**config.mk**
```make
export PLATFORM = sky130hd
export DESIGN_NAME = tri_port_bus_mux
export DESIGN_NICKNAME = d
export VERILOG_FILES = /design/src/rtl/tpbm_pkg.sv /design/src/rtl/tpbm_path_latch.sv /design/src/rtl/tpbm_router.sv /design/src/rtl/tri_port_bus_mux.sv
export SDC_FILE = /design/constraint.sdc
export NUM_CORES = 1
export LEC_CHECK = 0
export BUFFER_PORTS_ARGS = -buffer_cell sky130_fd_sc_hd__buf_2
export CORE_AREA = 5 5 96 53
export DETAILED_ROUTE_END_ITERATION = 8
export DIE_AREA = 0 0 101 58
export GPL_TIMING_DRIVEN = 0
export PLACE_DENSITY = 0.78
export SLEW_MARGIN = 10
export SYNTH_ARGS = -nofsm -noshare
export SYNTH_HDL_FRONTEND = slang
export SYNTH_SLANG_ARGS = --single-unit
export TNS_END_PERCENT = 10
```
**constraint.sdc**
```tcl
create_clock -name clk -period 1.6 [get_ports clk]
set_clock_uncertainty 0.05 [all_clocks]
set_input_delay 0.24 -clock clk [delete_from_list [all_inputs] [get_ports clk]]
set_output_delay 0.24 -clock clk [all_outputs]
set_load 0.01 [all_outputs]
```
**src/rtl/tpbm_pkg.sv**
```systemverilog
package tpbm_pkg;
    localparam int DATA_W  = 9;
    localparam int N_PATHS = 4;

    typedef enum logic [1:0] {
        SRC_A    = 2'b00,
        SRC_B    = 2'b01,
        SRC_C_VA = 2'b10,
        SRC_C_VB = 2'b11
    } src_sel_e;

    localparam int P_AC = 0;
    localparam int P_BC = 1;
    localparam int P_CA = 2;
    localparam int P_CB = 3;
endpackage

```
**src/rtl/tpbm_path_latch.sv**
```systemverilog
module tpbm_path_latch #(
    parameter int W = tpbm_pkg::DATA_W
) (
    input  logic         clk,
    input  logic         rst_n,
    input  logic         hold,
    input  logic [W-1:0] din,
    output logic [W-1:0] dout
);
    logic [W-1:0] keep_d, keep_q;

    always_comb begin
        keep_d = hold ? keep_q : din;
        dout   = hold ? keep_q : din;
    end

    always_ff @(posedge clk or negedge rst_n) begin
        if (!rst_n) keep_q <= '0;
        else        keep_q <= keep_d;
    end
endmodule

```
**src/rtl/tpbm_router.sv**
```systemverilog
module tpbm_router
    import tpbm_pkg::*;
#(
    parameter int W = DATA_W,
    parameter int P = N_PATHS
) (
    input  logic [1:0]       sel,
    input  logic             a_oe_n,
    input  logic             b_oe_n,
    input  logic             c_oe_n,
    input  logic             par_inv,
    input  logic [P-1:0]     hold_v,
    input  logic [W-1:0]     lat [P],
    output logic [W-1:0]     a_out,
    output logic             a_drv,
    output logic [W-1:0]     b_out,
    output logic             b_drv,
    output logic [W-1:0]     c_out,
    output logic             c_drv,
    output logic             loop_err
);
    localparam logic [W-1:0] PAR_MASK = {1'b1, {(W-1){1'b0}}};

    logic [W-1:0] flip;
    logic [W-1:0] a_w, b_w, c_w;

    always_comb begin
        flip     = par_inv ? PAR_MASK : '0;
        a_w      = '0;
        b_w      = '0;
        c_w      = '0;
        a_drv    = 1'b0;
        b_drv    = 1'b0;
        c_drv    = 1'b0;
        loop_err = 1'b0;
        unique case (src_sel_e'(sel))
            SRC_A: begin
                a_w      = lat[P_AC];
                b_w      = lat[P_AC];
                c_w      = lat[P_AC];
                a_drv    = !a_oe_n && hold_v[P_AC];
                b_drv    = !b_oe_n;
                c_drv    = !c_oe_n;
                loop_err = !a_oe_n && !hold_v[P_AC];
            end
            SRC_B: begin
                a_w      = lat[P_BC];
                b_w      = lat[P_BC];
                c_w      = lat[P_BC];
                a_drv    = !a_oe_n;
                b_drv    = !b_oe_n && hold_v[P_BC];
                c_drv    = !c_oe_n;
                loop_err = !b_oe_n && !hold_v[P_BC];
            end
            SRC_C_VA: begin
                a_w      = lat[P_CA] ^ flip;
                b_w      = lat[P_CB] ^ flip;
                c_w      = lat[P_CA];
                a_drv    = !a_oe_n && c_oe_n;
                b_drv    = !b_oe_n;
                c_drv    = !c_oe_n && hold_v[P_CA];
                loop_err = !c_oe_n && !hold_v[P_CA];
            end
            SRC_C_VB: begin
                a_w      = lat[P_CA] ^ flip;
                b_w      = lat[P_CB] ^ flip;
                c_w      = lat[P_CB];
                a_drv    = !a_oe_n;
                b_drv    = !b_oe_n && c_oe_n;
                c_drv    = !c_oe_n && hold_v[P_CB];
                loop_err = !c_oe_n && !hold_v[P_CB];
            end
            default: ;
        endcase
        a_out = a_drv ? a_w : '0;
        b_out = b_drv ? b_w : '0;
        c_out = c_drv ? c_w : '0;
    end
endmodule

```
**src/rtl/tri_port_bus_mux.sv**
```systemverilog
module tri_port_bus_mux
    import tpbm_pkg::*;
#(
    parameter int W = DATA_W
) (
    input  logic         clk,
    input  logic         rst_n,
    input  logic [W-1:0] a_in,
    input  logic [W-1:0] b_in,
    input  logic [W-1:0] c_in,
    input  logic [1:0]   sel,
    input  logic         a_oe_n,
    input  logic         b_oe_n,
    input  logic         c_oe_n,
    input  logic         hold_ac,
    input  logic         hold_bc,
    input  logic         hold_ca,
    input  logic         hold_cb,
    input  logic         par_inv,
    output logic [W-1:0] a_out,
    output logic         a_drv,
    output logic [W-1:0] b_out,
    output logic         b_drv,
    output logic [W-1:0] c_out,
    output logic         c_drv,
    output logic         loop_err
);
    localparam int P = N_PATHS;

    logic [P-1:0] hold_v;
    logic [W-1:0] path_in  [P];
    logic [W-1:0] path_out [P];

    always_comb begin
        hold_v[P_AC]  = hold_ac;
        hold_v[P_BC]  = hold_bc;
        hold_v[P_CA]  = hold_ca;
        hold_v[P_CB]  = hold_cb;
        path_in[P_AC] = a_in;
        path_in[P_BC] = b_in;
        path_in[P_CA] = c_in;
        path_in[P_CB] = c_in;
    end

    for (genvar g = 0; g < P; g++) begin : g_path
        tpbm_path_latch #(.W(W)) i_latch (
            .clk  (clk),
            .rst_n(rst_n),
            .hold (hold_v[g]),
            .din  (path_in[g]),
            .dout (path_out[g])
        );
    end

    tpbm_router #(.W(W), .P(P)) i_router (
        .sel     (sel),
        .a_oe_n  (a_oe_n),
        .b_oe_n  (b_oe_n),
        .c_oe_n  (c_oe_n),
        .par_inv (par_inv),
        .hold_v  (hold_v),
        .lat     (path_out),
        .a_out   (a_out),
        .a_drv   (a_drv),
        .b_out   (b_out),
        .b_drv   (b_drv),
        .c_out   (c_out),
        .c_drv   (c_drv),
        .loop_err(loop_err)
    );
endmodule

```
Word-level counts from Yosys, hierarchy flattened
Cells that the tools add are included.
{"block": "word_totals", "regBits": 36, "latch_bits": 0, "mem_bits_rw": 0, "romBits": 0, "input_bits": 39, "out_inout_bits": 31, "word_cells": 46, "n_memories": 0}
{"block": "classes", "n_addsub": 0, "mul": 0, "div_mod_pow": 0, "order_cmp": 0, "n_eq_ne": 3, "shift": 0, "mux": 15, "bitwise_logic": 2, "n_reduce_logical": 22}
{"op": "9-bit two-way mux", "n": 8}
{"op": "9-bit case mux with 3 select lines", "n": 2}
{"op": "9-bit case mux with 4 select lines", "n": 1}
{"op": "9-bit bitwise XOR", "n": 2}
{"op": "1-bit logical AND", "n": 10}
{"op": "1-bit case mux with 3 select lines", "n": 3}
{"op": "2-bit OR reduction", "n": 4}
{"op": "1-bit logical NOT", "n": 7}
{"op": "2-bit == test (second input constant)", "n": 2}
{"op": "1-bit case mux with 4 select lines", "n": 1}
{"op": "2-bit by 1-bit == test with 1-bit output (second input constant)", "n": 1}
{"op": "2-bit logical NOT", "n": 1}

Depth between registers and ports, before layout
Gate-level depths: netlist (run 1).
{"block": "depth", "depth_word": 4, "ltp_mapped": 5, "ltp_nobuf": 3}

Modules after synthesis
A second synthesis (run 1) with hierarchy kept.
{"block": "unflattened", "hier_cells": 171, "area_unflattened_um2": 2158.3}
{"module": "tpbm_path_latch", "instances": 4, "cells_per_inst": 19, "area_each_um2": 371.6}
{"module": "tpbm_router", "instances": 1, "cells_per_inst": 95, "area_each_um2": 671.9}

Least setup slack after synthesis (run 1)
OpenSTA, ideal clock, no wires.
{"block": "synth_timing", "path_type": "input to output", "start": "input hold_cb", "end": "output b_out[8]", "t_arrival_ns": 1.287, "required_ns": 1.310, "setup_slack_ns": 0.023, "cell_stages": 4, "path_cell_list": "buf_6 > mux2_4 > or2_0 > a311oi_1"}
{"block": "synth_via", "elab_chain_cells": 4}
{"element": "start: declaration", "line": "tri_port_bus_mux.sv:18", "rtl": "input logic hold_cb,"}
{"element": "9-bit two-way mux", "line": "tpbm_path_latch.sv:14", "rtl": "dout = hold ? keep_q : din;"}
{"element": "via g_path[3].i_latch.dout[8]", "line": "tpbm_path_latch.sv:8", "rtl": "output logic [W-1:0] dout"}
{"element": "9-bit bitwise XOR", "line": "tpbm_router.sv:57, tpbm_router.sv:66"}
{"element": "9-bit case mux with 3 select lines", "line": "tpbm_router.sv:36", "rtl": "unique case (src_sel_e'(sel))"}
{"element": "9-bit two-way mux", "line": "tpbm_router.sv:76", "rtl": "b_out = b_drv ? b_w : '0;"}
{"element": "end: declaration", "line": "tri_port_bus_mux.sv:22", "rtl": "output logic [W-1:0] b_out,"}
The timed path passes the listed nets, and every way through them passes these cells.

Worst setup path after layout (run 1)
{"block": "layout_timing", "start": "register g_path[2].i_latch.keep_q[8]", "end": "output a_out[8]"}
{"block": "layout_via", "elab_chain_cells": 4}
{"element": "start: declaration", "line": "tpbm_path_latch.sv:10", "rtl": "logic [W-1:0] keep_d, keep_q;"}
{"element": "start signal: assignment", "line": "tpbm_path_latch.sv:19", "rtl": "else keep_q <= keep_d;"}
{"element": "9-bit two-way mux", "line": "tpbm_path_latch.sv:14"}
{"element": "via g_path[2].i_latch.dout[8]", "line": "tpbm_path_latch.sv:8"}
{"element": "9-bit bitwise XOR", "line": "tpbm_router.sv:56, tpbm_router.sv:65"}
{"element": "9-bit case mux with 3 select lines", "line": "tpbm_router.sv:36"}
{"element": "9-bit two-way mux", "line": "tpbm_router.sv:75", "rtl": "a_out = a_drv ? a_w : '0;"}
{"element": "end: declaration", "line": "tri_port_bus_mux.sv:20", "rtl": "output logic [W-1:0] a_out,"}
The timed path passes the listed nets, and every way through them passes these cells.

==> flow_metrics.env, run 1 <==
export IMPL_status="finished, violations left"
export IMPL_violations="negative hold slack, negative setup slack"
export IMPL_antenna_left=0
export IMPL_path_class="reg -> out"
export IMPL_drt_initial_drc_count=113
export IMPL_clkSinkCount=36
export IMPL_crit_end="a_out[8]"
export IMPL_required_ns=1.31
export IMPL_grt_ovfl_total=0
export IMPL_cap_violations=0
export IMPL_timing_rr_end="g_path[3].i_latch.keep_q[8]"
export IMPL_min_path_type="in -> async"
export IMPL_wl_per_cell_um=19.60
export IMPL_numCtsBuffers=5
export IMPL_routabilityCongestion=0.8099
export IMPL_start_util_pct=47.15
export IMPL_ctsLongestPathBuffers=2
export IMPL_cp_end_kind="output port"
export IMPL_syn_area_sq_um=1976
export IMPL_portBuffers=65
export IMPL_reg_largest_list="g_path.i_latch.keep_q x36"
export IMPL_async_reset_ff_share_pct=100.0
export IMPL_synth_fp_nets=219
export IMPL_ir_drop_mv=0.5456
export IMPL_layout_drive_gt1_share_pct=61.66
export IMPL_die_w_um=101
export IMPL_h_tree_depth=2
export IMPL_cp_max_fo=2
export IMPL_hold_viol=20
export IMPL_p_leak_nw=1.253
export IMPL_worst_setup_path_start_kind="flop"
export IMPL_whs_ns=-0.01509
export IMPL_grt_pass1_vias=1775
export IMPL_syn2layout_area_growth_pct=39.52
export IMPL_dpl_instance_area_sq_um=2372
export IMPL_root_buffer="clkbuf_8"
export IMPL_fin_crit_ns=1.832
export IMPL_grt_pass1_wl_mm=9.246
export IMPL_max_freq_mhz=545.8
export IMPL_worst_slack_ns=-0.2322
export IMPL_largest_reg_flops=36
export IMPL_drv_slew=0
export IMPL_powerDensity_nw_per_um2=860.5
export IMPL_dp_cells=302
export IMPL_vias=1731
export IMPL_n_antenna_cell=0
export IMPL_ctsHoldBuffers=0
export IMPL_drt_first_pass_iters=4
export IMPL_ys_warn_count=0
export IMPL_arrival_ns=1.54
export IMPL_cts_clk_slew_worst_paths_ns=0.08
export IMPL_synth_cell_type_count=25
export IMPL_cp_startpoint="g_path[2].i_latch.keep_q[8]"
export IMPL_ys_flop_type="dfrtp_1"
export IMPL_r2r_start="g_path[3].i_latch.keep_q[8]"
export IMPL_synth_seq_cells=36
export IMPL_via_per_inst=5.584
export IMPL_hpwl_mm=4.328
export IMPL_r2r_cells=2
export IMPL_cts_tree="done"
export IMPL_fin_area_sq_um=2756
export IMPL_die_area_sq_um=5858
export IMPL_nNetsFinal=291
export IMPL_synth_sequential_area_ratio_pct=45.60
export IMPL_yosysTopAreaCell="dfrtp_1"
export IMPL_synth_edff_count=0
export IMPL_io_pins=70
export IMPL_post_route_period_util_pct=114.5
export IMPL_setup_viol=27
export IMPL_rows=17
export IMPL_grt_antenna_before_repair=0
export IMPL_slew_headroom_pct=45.59
export IMPL_synth_area_leaders="dfrtp_1 (46%), mux2_2 (19%), a211oi_1 (9.5%)"
export IMPL_rsz0062_at_grt="true"
export IMPL_drcViolationCount=0
export IMPL_regToRegSetupSlack_ns=0.66
export IMPL_grt_max_degree=37
export IMPL_wl_mm=6.076
export IMPL_die_h_um=58
export IMPL_p_total_mw=2.372
export IMPL_largest_register="g_path.i_latch.keep_q"
export IMPL_utilization_pct=65.78
export IMPL_grtUsageTotal_pct=20.73
export IMPL_synth_cells=180
export IMPL_syn_area_per_cell_sq_um=10.98
export IMPL_core_area_sq_um=4190
export IMPL_yosys_area_top_type_share_pct=45.60
export IMPL_insertion_delay_ns=0.29
export IMPL_tightest_slew_ns=0.8161
export IMPL_final_cells=310
[cell usage in the layout (no fill, tap or decap), types with 2 or more instances in the layout]
cell type	n
buf_2	66
dfrtp_1	36
mux2_2	25
nand2_1	17
a211oi_1	16
mux2_4	11
o21bai_4	9
a211oi_2	9
clkbuf_8	6
buf_4	5
a22oi_2	5
clkbuf_4	4
nor2_2	4
a22oi_1	4
buf_6	3
mux2i_1	3
inv_1	3
nor2_1	3
nor2_4	3
nand3b_1	3
a21o_1	2
or2_0	2
clkbuf_1	2
[stage by stage]
step,setup WS [ns],setup TNS (ns)
6_report,-0.2322,-1.915
5_1_grt,-0.2955,-3.379
4_1_cts,-0.2511,-1.962
3_5_place_dp,-0.3062,-5.907
2_1_floorplan,0.02315,0
3_3_place_gp,-0.2908,-5.283
[power breakdown]
group | switching [mW] | internal, mW
Combinational | 0.360 | 0.302
Sequential | 0.0223 | 0.999
Clock | 0.337 | 0.352
[cell families after synthesis]
group | Yosys count | share of synthesized area, %
AND/OR/NAND/NOR | 36 | 8.107
multiplexers | 39 | 22.42
buffers and inverters | 19 | 5.003
AO/OA/AOI/OAI | 50 | 18.87
flip-flops | 36 | 45.60
[final cells by class]
type | count | area (sq um)
Fill cell | 342 | 1434
Multi-Input combinational cell | 125 | 1227
Sequential cell | 36 | 900.9
Timing Repair Buffer | 67 | 340.3
Buffer | 13 | 111.4
Clock buffer | 8 | 90.09
Tap cell | 57 | 71.32
Inverter | 4 | 15.01
[worst min path at each step]
stage                from                     endpoint  slack (ns)  cells past startpoint
finish              rst_n  g_path[1].i_latch.keep_q[3]       -0.02                      1
global route        rst_n  g_path[1].i_latch.keep_q[3]        0.06                      1
CTS                 rst_n  g_path[1].i_latch.keep_q[3]       0.007                      1
detailed placement  rst_n  g_path[1].i_latch.keep_q[3]        0.32                      1
global placement    rst_n  g_path[1].i_latch.keep_q[2]        0.32                      1
floorplan           rst_n  g_path[0].i_latch.keep_q[0]       -0.11                      0
[metal layers]
metal | share of wire (%) | routed length [um] | global-route usage, %
met2 | 43 | 2640 | 30.40
met5 | 0 | 0 | 0
met4 | 0.41 | 25 | 5.114
met1 | 48 | 2901 | 29.73
met3 | 8.4 | 509 | 6.611
[what timing repair did]
action / in CTS / in global routing
buffers inserted: 2 / 0
resized for setup: 46 / 21
pin swaps: 5 / 5
setup endpoints to repair: 28 / 28
[critical path, cell delays in order, from the launching register on]
cell,delay [ns]
dfrtp_1,0.36
mux2_4,0.26
or2_0,0.21
a311oi_2,0.24
buf_2,0.17
[Yosys cell counts (2+ instances only)]
cell,n
clkbuf_2,2
a211oi_1,25
dfrtp_1,36
mux2_2,34
nand2_1,17
clkbuf_1,3
mux2_4,2
a22oi_1,9
inv_1,3
buf_6,2
a21o_1,3
a311oi_1,2
o21bai_1,9
nand3b_1,3
buf_2,8
or2_0,2
mux2i_1,3
nor2_1,10
Note: power is estimated with default switching activity, not from simulation.
==> inputs of run 2 (changes only) <==
- CORE_AREA: 5 5 96 53 -> 5 5 99 55
- CTS_BUF_LIST: default -> sky130_fd_sc_hd__clkbuf_16
- DIE_AREA: 0 0 101 58 -> 0 0 104 60
- PLACE_DENSITY: 0.78 -> 0.77
- SYNTH_HIERARCHICAL: default -> 1
==> run 2 against run 1 <==
Against the previous run: the flow finishes with violations (negative setup slack); first-iteration DRC count decreased by 42%; total power up 10%; cell count shrank 0.32%; die area increased by 6.5%; hold slack improved by 0.022 ns; global-route usage shrank 1.4 points; sequential power about the same.
==> flow_metrics.env, run 2 <==
export IMPL_status="finished, violations left"
export IMPL_violations="negative setup slack"
export IMPL_synth_fp_nets=210
export IMPL_grt_ovfl_total=0
export IMPL_min_path_type="in -> async"
export IMPL_tightest_slew_ns=0.8082
export IMPL_whs_ns=0.006700
export IMPL_yosys_area_top_type_share_pct=41.74
export IMPL_synth_area_leaders="dfrtp_1 (42%), mux2_4 (25%), a211oi_1 (6.6%)"
export IMPL_ctsLongestPathBuffers=2
export IMPL_antenna_left=0
export IMPL_via_per_inst=5.243
export IMPL_r2r_start="g_path[2].i_latch/keep_q[2]"
export IMPL_nFillCells=376
export IMPL_arrival_ns=1.53
export IMPL_worst_setup_path_start_kind="flop"
export IMPL_numCtsBuffers=5
export IMPL_grt_max_degree=37
export IMPL_final_setup_tns_ns=-5.240
export IMPL_post_route_period_util_pct=113.6
export IMPL_seqCellArea_sq_um=900.9
export IMPL_portBuffers=69
export IMPL_cp_max_fo=3
export IMPL_cap_violations=0
export IMPL_nNetsFinal=287
export IMPL_required_ns=1.31
export IMPL_start_util_pct=46.98
export IMPL_cp_startpoint="g_path[0].i_latch/keep_q[8]"
export IMPL_slew_headroom_pct=46.12
export IMPL_timing_rr_end="g_path[2].i_latch/keep_q[2]"
export IMPL_max_freq_mhz=550.1
export IMPL_worst_slack_ns=-0.2178
export IMPL_vias=1620
export IMPL_core_area_sq_um=4594
export IMPL_rows=18
export IMPL_cts_clk_slew_worst_paths_ns=0.06
export IMPL_setup_viol=27
export IMPL_cp_end_kind="output port"
export IMPL_drcViolationCount=0
export IMPL_final_cell_mix="buf_2 (71), mux2_4 (37), dfrtp_1 (36)"
export IMPL_yosysTopAreaCell="dfrtp_1"
export IMPL_synth_cell_type_count=22
export IMPL_ys_flop_type="dfrtp_1"
export IMPL_insertion_delay_ns=0.27
export IMPL_root_buffer="clkbuf_16"
export IMPL_wl_mm=5.677
export IMPL_routabilityCongestion=0.8143
export IMPL_path_class="reg -> out"
export IMPL_n_antenna_cell=0
export IMPL_synth_cells=171
export IMPL_ys_warn_count=6
export IMPL_crit_chain="mux2_4 -> nor2b_4 -> a211oi_2 -> buf_4 -> a211oi_1 -> buf_2"
export IMPL_grt_pass1_wl_mm=9.321
export IMPL_synth_sequential_area_ratio_pct=41.74
export IMPL_cts_tree="done"
export IMPL_hold_viol=0
export IMPL_drt_initial_drc_count=65
export IMPL_synth_seq_cells=36
export IMPL_syn_area_per_cell_sq_um=12.62
export IMPL_clkSinkCount=36
export IMPL_drt_first_pass_iters=4
export IMPL_grt_antenna_before_repair=0
export IMPL_die_h_um=60
export IMPL_dp_cells=300
export IMPL_synthTopCellsByCount="dfrtp_1 (36), mux2_4 (36), nor2b_1 (22), a211oi_1 (19), nor3_1 (17)"
export IMPL_io_pins=70
export IMPL_wl_per_cell_um=18.37
export IMPL_multiInputGateArea_sq_um=1229
export IMPL_layout_drive_gt1_share_pct=57.03
export IMPL_dpl_instance_area_sq_um=2579
export IMPL_final_cells=309
export IMPL_die_w_um=104
export IMPL_max_stage_delay_ns=0.36
export IMPL_powerDensity_nw_per_um2=924.2
export IMPL_drv_slew=0
export IMPL_layout_commonest_cell="buf_2"
export IMPL_grtUsageTotal_pct=19.33
export IMPL_fin_area_sq_um=2830
export IMPL_hpwl_mm=4.189
export IMPL_synth_edff_count=0
export IMPL_grt_pass1_vias=1712
export IMPL_p_leak_nw=1.407
export IMPL_largest_register="g_path.i_latch/keep_q"
export IMPL_syn2layout_area_growth_pct=31.13
export IMPL_crit_slowest_cell="dfrtp_1"
export IMPL_die_area_sq_um=6240
export IMPL_dp_slack_ns=-0.4243
export IMPL_h_tree_depth=2
export IMPL_regToRegSetupSlack_ns=0.78
export IMPL_syn_area_sq_um=2158
export IMPL_fin_crit_ns=1.818
export IMPL_r2r_cells=1
export IMPL_rsz0062_at_grt="true"
export IMPL_reg_largest_list="g_path.i_latch/keep_q x36"
export IMPL_ir_drop_mv=0.4355
export IMPL_async_reset_ff_share_pct=100.0
export IMPL_largest_reg_flops=36
run 2: cell count changes in the layout (fill, tap and decap cells not counted), moves of 8 or more:
cell	before	now
nor2b_1	1	20
o21bai_4	9	1
a211oi_1	16	7
nor3_1	1	17
mux2_4	11	37
mux2i_1	3	11
nand2_1	17	0
mux2_2	25	0
run 2: routing by layer:
metal,global-route usage (%),wire (um),up-vias
li1,-,-,768
met1,28.75,2981,795
met2,27.90,2325,55
met3,5.933,353,2
met4,3.321,17,0
met5,0,0,-
run 2: worst max-delay path by stage:
| stage | end | slack (ns) | cells after the start |
|---|---|---|---|
| 6_report | a_out[8] | -0.22 | 6 |
| 5_1_grt | c_out[8] | -0.30 | 6 |
| 4_1_cts | b_out[0] | -0.24 | 5 |
| 3_5_place_dp | c_out[8] | -0.42 | 7 |
| 3_3_place_gp | a_out[8] | -0.39 | 7 |
| 2_1_floorplan | a_out[8] | 0.02 | 5 |
run 2: cell type report:
| type | count | area share [%] |
|---|---|---|
| buffer | 13 | 4.332 |
| clock buffer | 5 | 4.421 |
| clock inverter | 3 | 0.4863 |
| inverter | 3 | 0.3979 |
| multi-input combinational | 119 | 43.41 |
| sequential | 36 | 31.83 |
| tap | 60 | 2.653 |
| timing repair buffer | 70 | 12.47 |
run 2: critical path, delay by kind of cell (launching register included):
kind / cells / cell delay (ns)
flip-flops: 1 / 0.36
buffers and inverters: 2 / 0.32
multiplexers: 1 / 0.26
AO/OA/AOI/OAI: 2 / 0.19
AND/OR/NAND/NOR: 1 / 0.13
run 2: metrics by stage:
stage,util [%],power [mW]
finish,61.60,2.616
global route,61.60,2.755
CTS,61.14,2.627
detailed placement,56.13,1.670
global placement,56.13,1.656
floorplan,-,1.452
run 2: what timing repair did:
| action | 4_1_cts | 5_1_grt |
|---|---|---|
| hold buffers | 0 | 0 |
| setup buffers | 1 | 0 |
| endpoints found under the setup margin | 29 | 29 |
| resized for setup | 18 | 4 |
| pin swaps | 31 | 2 |
run 2: power by group:
| group | internal (mW) | switching (mW) | leakage [nW] |
|---|---|---|---|
| Clock | 0.564 | 0.342 | 0.0710 |
| Combinational | 0.343 | 0.337 | 0.915 |
| Sequential | 1.00 | 0.0276 | 0.421 |
run 2: logic make-up after synthesis:
kind of cell | count (synthesis) | synth area share, %
mux | 48 | 30.67
simple gates | 44 | 11.88
flops | 36 | 41.74
compound gates | 25 | 8.869
buf+inv | 16 | 6.028
xor+xnor | 2 | 0.8117
==> inputs of run 3 (changes only) <==
- ABC_AREA: default -> 1
- CORE_AREA: 5 5 99 55 -> 5 5 101 56
- DIE_AREA: 0 0 104 60 -> 0 0 106 61
- PLACE_DENSITY: 0.77 -> 0.76
==> run 3 against run 2 <==
Against the previous run: setup slack improved by 0.20 ns; non-clock buffer count fell by 3; combinational power down 3.7%; critical path type is now in -> out; count of clock-buffer cells in the layout unchanged; the flow still finishes with violations (negative setup slack); total power decreased by 2.6%; largest cell class unchanged; design area increased by 4.0%; register-to-register slack gained 0.03 ns; hold slack gained 0.0023 ns; sequential power is essentially flat; via count rose by 50%.
==> flow_metrics.env, run 3 <==
export IMPL_h_tree_depth=2
export IMPL_crit_slowest_cell="buf_2"
export IMPL_regToRegSetupSlack_ns=0.81
export IMPL_n_antenna_cell=0
export IMPL_reg_largest_list="g_path.i_latch/keep_q x36"
export IMPL_synth_cells=356
export IMPL_hpwl_mm=5.015
export IMPL_antenna_left=0
export IMPL_synth_fp_nets=395
export IMPL_root_buffer="clkbuf_16"
export IMPL_synth_cell_type_count=15
export IMPL_cp_end_kind="output port"
export IMPL_violations="negative setup slack"
export IMPL_rsz0062_at_grt="true"
export IMPL_crit_end="b_out[6]"
export IMPL_cap_violations=0
export IMPL_synthTopCellsByCount="nand2_1 (214), dfrtp_1 (36), nor2_1 (36), inv_1 (29)"
export IMPL_drcViolationCount=0
export IMPL_p_leak_nw=1.813
export IMPL_numCtsBuffers=5
export IMPL_path_class="in -> out"
export IMPL_grt_ovfl_total=0
export IMPL_wl_mm=6.584
export IMPL_synth_most_common_cell="nand2_1"
export IMPL_layout_drive_gt1_share_pct=29.23
export IMPL_max_freq_mhz=619.8
export IMPL_syn_area_per_cell_sq_um=6.235
export IMPL_ys_warn_count=6
export IMPL_cts_tree="done"
export IMPL_layout_commonest_cell="nand2_1"
export IMPL_ir_drop_mv=0.4158
export IMPL_syn2layout_area_growth_pct=32.64
export IMPL_post_route_period_util_pct=100.8
export IMPL_die_w_um=106
export IMPL_drt_first_pass_iters=4
export IMPL_nNetsFinal=472
export IMPL_cp_max_fo=10
export IMPL_ctsLongestPathBuffers=2
export IMPL_yosys_area_top_type_share_pct=40.59
export IMPL_synth_seq_cells=36
export IMPL_start_util_pct=47.38
export IMPL_yosysTopAreaCell="dfrtp_1"
export IMPL_routabilityCongestion=0.9126
export IMPL_die_area_sq_um=6466
export IMPL_ys_flop_type="dfrtp_1"
export IMPL_io_pins=70
export IMPL_cp_startpoint="sel[1]"
export IMPL_vias=2431
export IMPL_tightest_slew_ns=0.8201
export IMPL_syn_area_sq_um=2220
export IMPL_utilization_pct=62.85
export IMPL_grtUsageTotal_pct=20.16
export IMPL_grt_antenna_before_repair=0
export IMPL_powerDensity_nw_per_um2=865.6
export IMPL_worst_setup_path_start_kind="input pin"
export IMPL_hold_viol=0
export IMPL_async_reset_ff_share_pct=100.0
export IMPL_wl_per_cell_um=13.41
export IMPL_drv_slew=0
export IMPL_final_setup_tns_ns=-0.02019
export IMPL_crit_chain="buf_2 -> inv_4 -> buf_12 -> nand2_1 -> nor2_2 -> inv_2 -> nand2_8 -> nor2_1 -> buf_2"
export IMPL_via_per_inst=4.951
export IMPL_r2r_cells=3
export IMPL_portBuffers=69
export IMPL_largest_register="g_path.i_latch/keep_q"
export IMPL_clkSinkCount=36
export IMPL_required_ns=1.31
export IMPL_largest_reg_flops=36
export IMPL_synth_area_leaders="dfrtp_1 (41%), nand2_1 (36%), nor2_1 (6.1%)"
export IMPL_timing_rr_end="g_path[1].i_latch/keep_q[0]"
export IMPL_synth_edff_count=0
export IMPL_grt_pass1_wl_mm=10.09
export IMPL_fin_area_sq_um=2944
export IMPL_ctsHoldBuffers=0
export IMPL_r2r_start="g_path[1].i_latch/keep_q[0]"
export IMPL_die_h_um=61
export IMPL_grt_max_degree=37
export IMPL_max_stage_delay_ns=0.20
export IMPL_cts_clk_slew_worst_paths_ns=0.05
export IMPL_dpl_instance_area_sq_um=2640
export IMPL_min_path_type="in -> async"
export IMPL_core_area_sq_um=4684
export IMPL_cpMostUsedCell="buf_2"
export IMPL_insertion_delay_ns=0.27
export IMPL_rows=18
export IMPL_arrival_ns=1.32
export IMPL_status="finished, violations left"
export IMPL_grt_pass1_vias=2145
export IMPL_worst_slack_ns=-0.01339
export IMPL_drt_initial_drc_count=141
export IMPL_setup_viol=2
export IMPL_slew_headroom_pct=45.32
export IMPL_synth_sequential_area_ratio_pct=40.59
export IMPL_fin_crit_ns=1.613
export IMPL_final_cell_mix="nand2_1 (199), buf_2 (69), dfrtp_1 (36)"
run 3: changes by cell type after synthesis, moves of 5 or more:
cell      change
a211oi_1     -19
inv_1        +26
inv_2         +6
mux2_4       -36
mux2i_1      -11
nand2_1     +214
nand3_1       +8
nand4_1       +5
nor2_1       +35
nor2b_1      -22
nor3_1       -17
o21ai_0       +7
run 3: metrics by stage:
stage                     power [mW]  hold slack (ns)  setup WS (ns)  std cells
after floorplan                1.386          -0.1056         0.3083        356
after global placement         1.592           0.3245        -0.2448        485
after detailed placement       1.607           0.3288        -0.2534        485
after CTS                      2.501          0.03835       -0.01317        490
after global routing           2.670          0.08044        -0.1067        491
final                          2.548         0.008974       -0.01339        491
run 3: final cells by class:
cell class / instances / area, sq um
timing repair buffer: 70 / 352.8
fill: 458 / 1740
tap: 60 / 75.07
clock buffer: 5 / 125.1
inverter: 35 / 148.9
buffer: 10 / 113.9
multi-input combinational: 275 / 1227
sequential: 36 / 900.9
run 3: worst min-delay path by stage:
stage | endpoint | from
finish | g_path[0].i_latch/keep_q[7] | rst_n
global route | g_path[0].i_latch/keep_q[7] | rst_n
CTS | g_path[0].i_latch/keep_q[7] | rst_n
detailed placement | g_path[0].i_latch/keep_q[7] | rst_n
global placement | g_path[0].i_latch/keep_q[7] | rst_n
floorplan | g_path[0].i_latch/keep_q[0] | rst_n
run 3: per-layer routing:
layer / GRT usage [%] / vias up / part of all wire [%]
li1: - / 1216 / -
met1: 30.77 / 1097 / 51
met2: 27.45 / 110 / 40
met3: 5.207 / 8 / 8.0
met4: 6.642 / 0 / 1.0
met5: 0 / - / 0
run 3: what timing repair did:
action                     in CTS  in global routing
pin swaps                       5                 20
setup endpoints to repair      28                 30
gates resized for setup        19                 39
setup buffers                   0                  1
gates cloned                    0                  0
run 3: report_power, final:
part	leakage (nW)	switching (mW)	internal [mW]
Clock	0.0616	0.332	0.549
Combinational	1.31	0.419	0.236
Sequential	0.438	0.0208	0.991
run 3: cell families after synthesis:
logic type,after synthesis,synth area share [%]
flops,36,40.59
simple gates,267,47.24
buf+inv,45,10.37
compound gates,8,1.804
run 3: critical path, delay by kind of cell:
kind	cells	cell delay, ns
simple gates	4	0.38
buf+inv	5	0.67
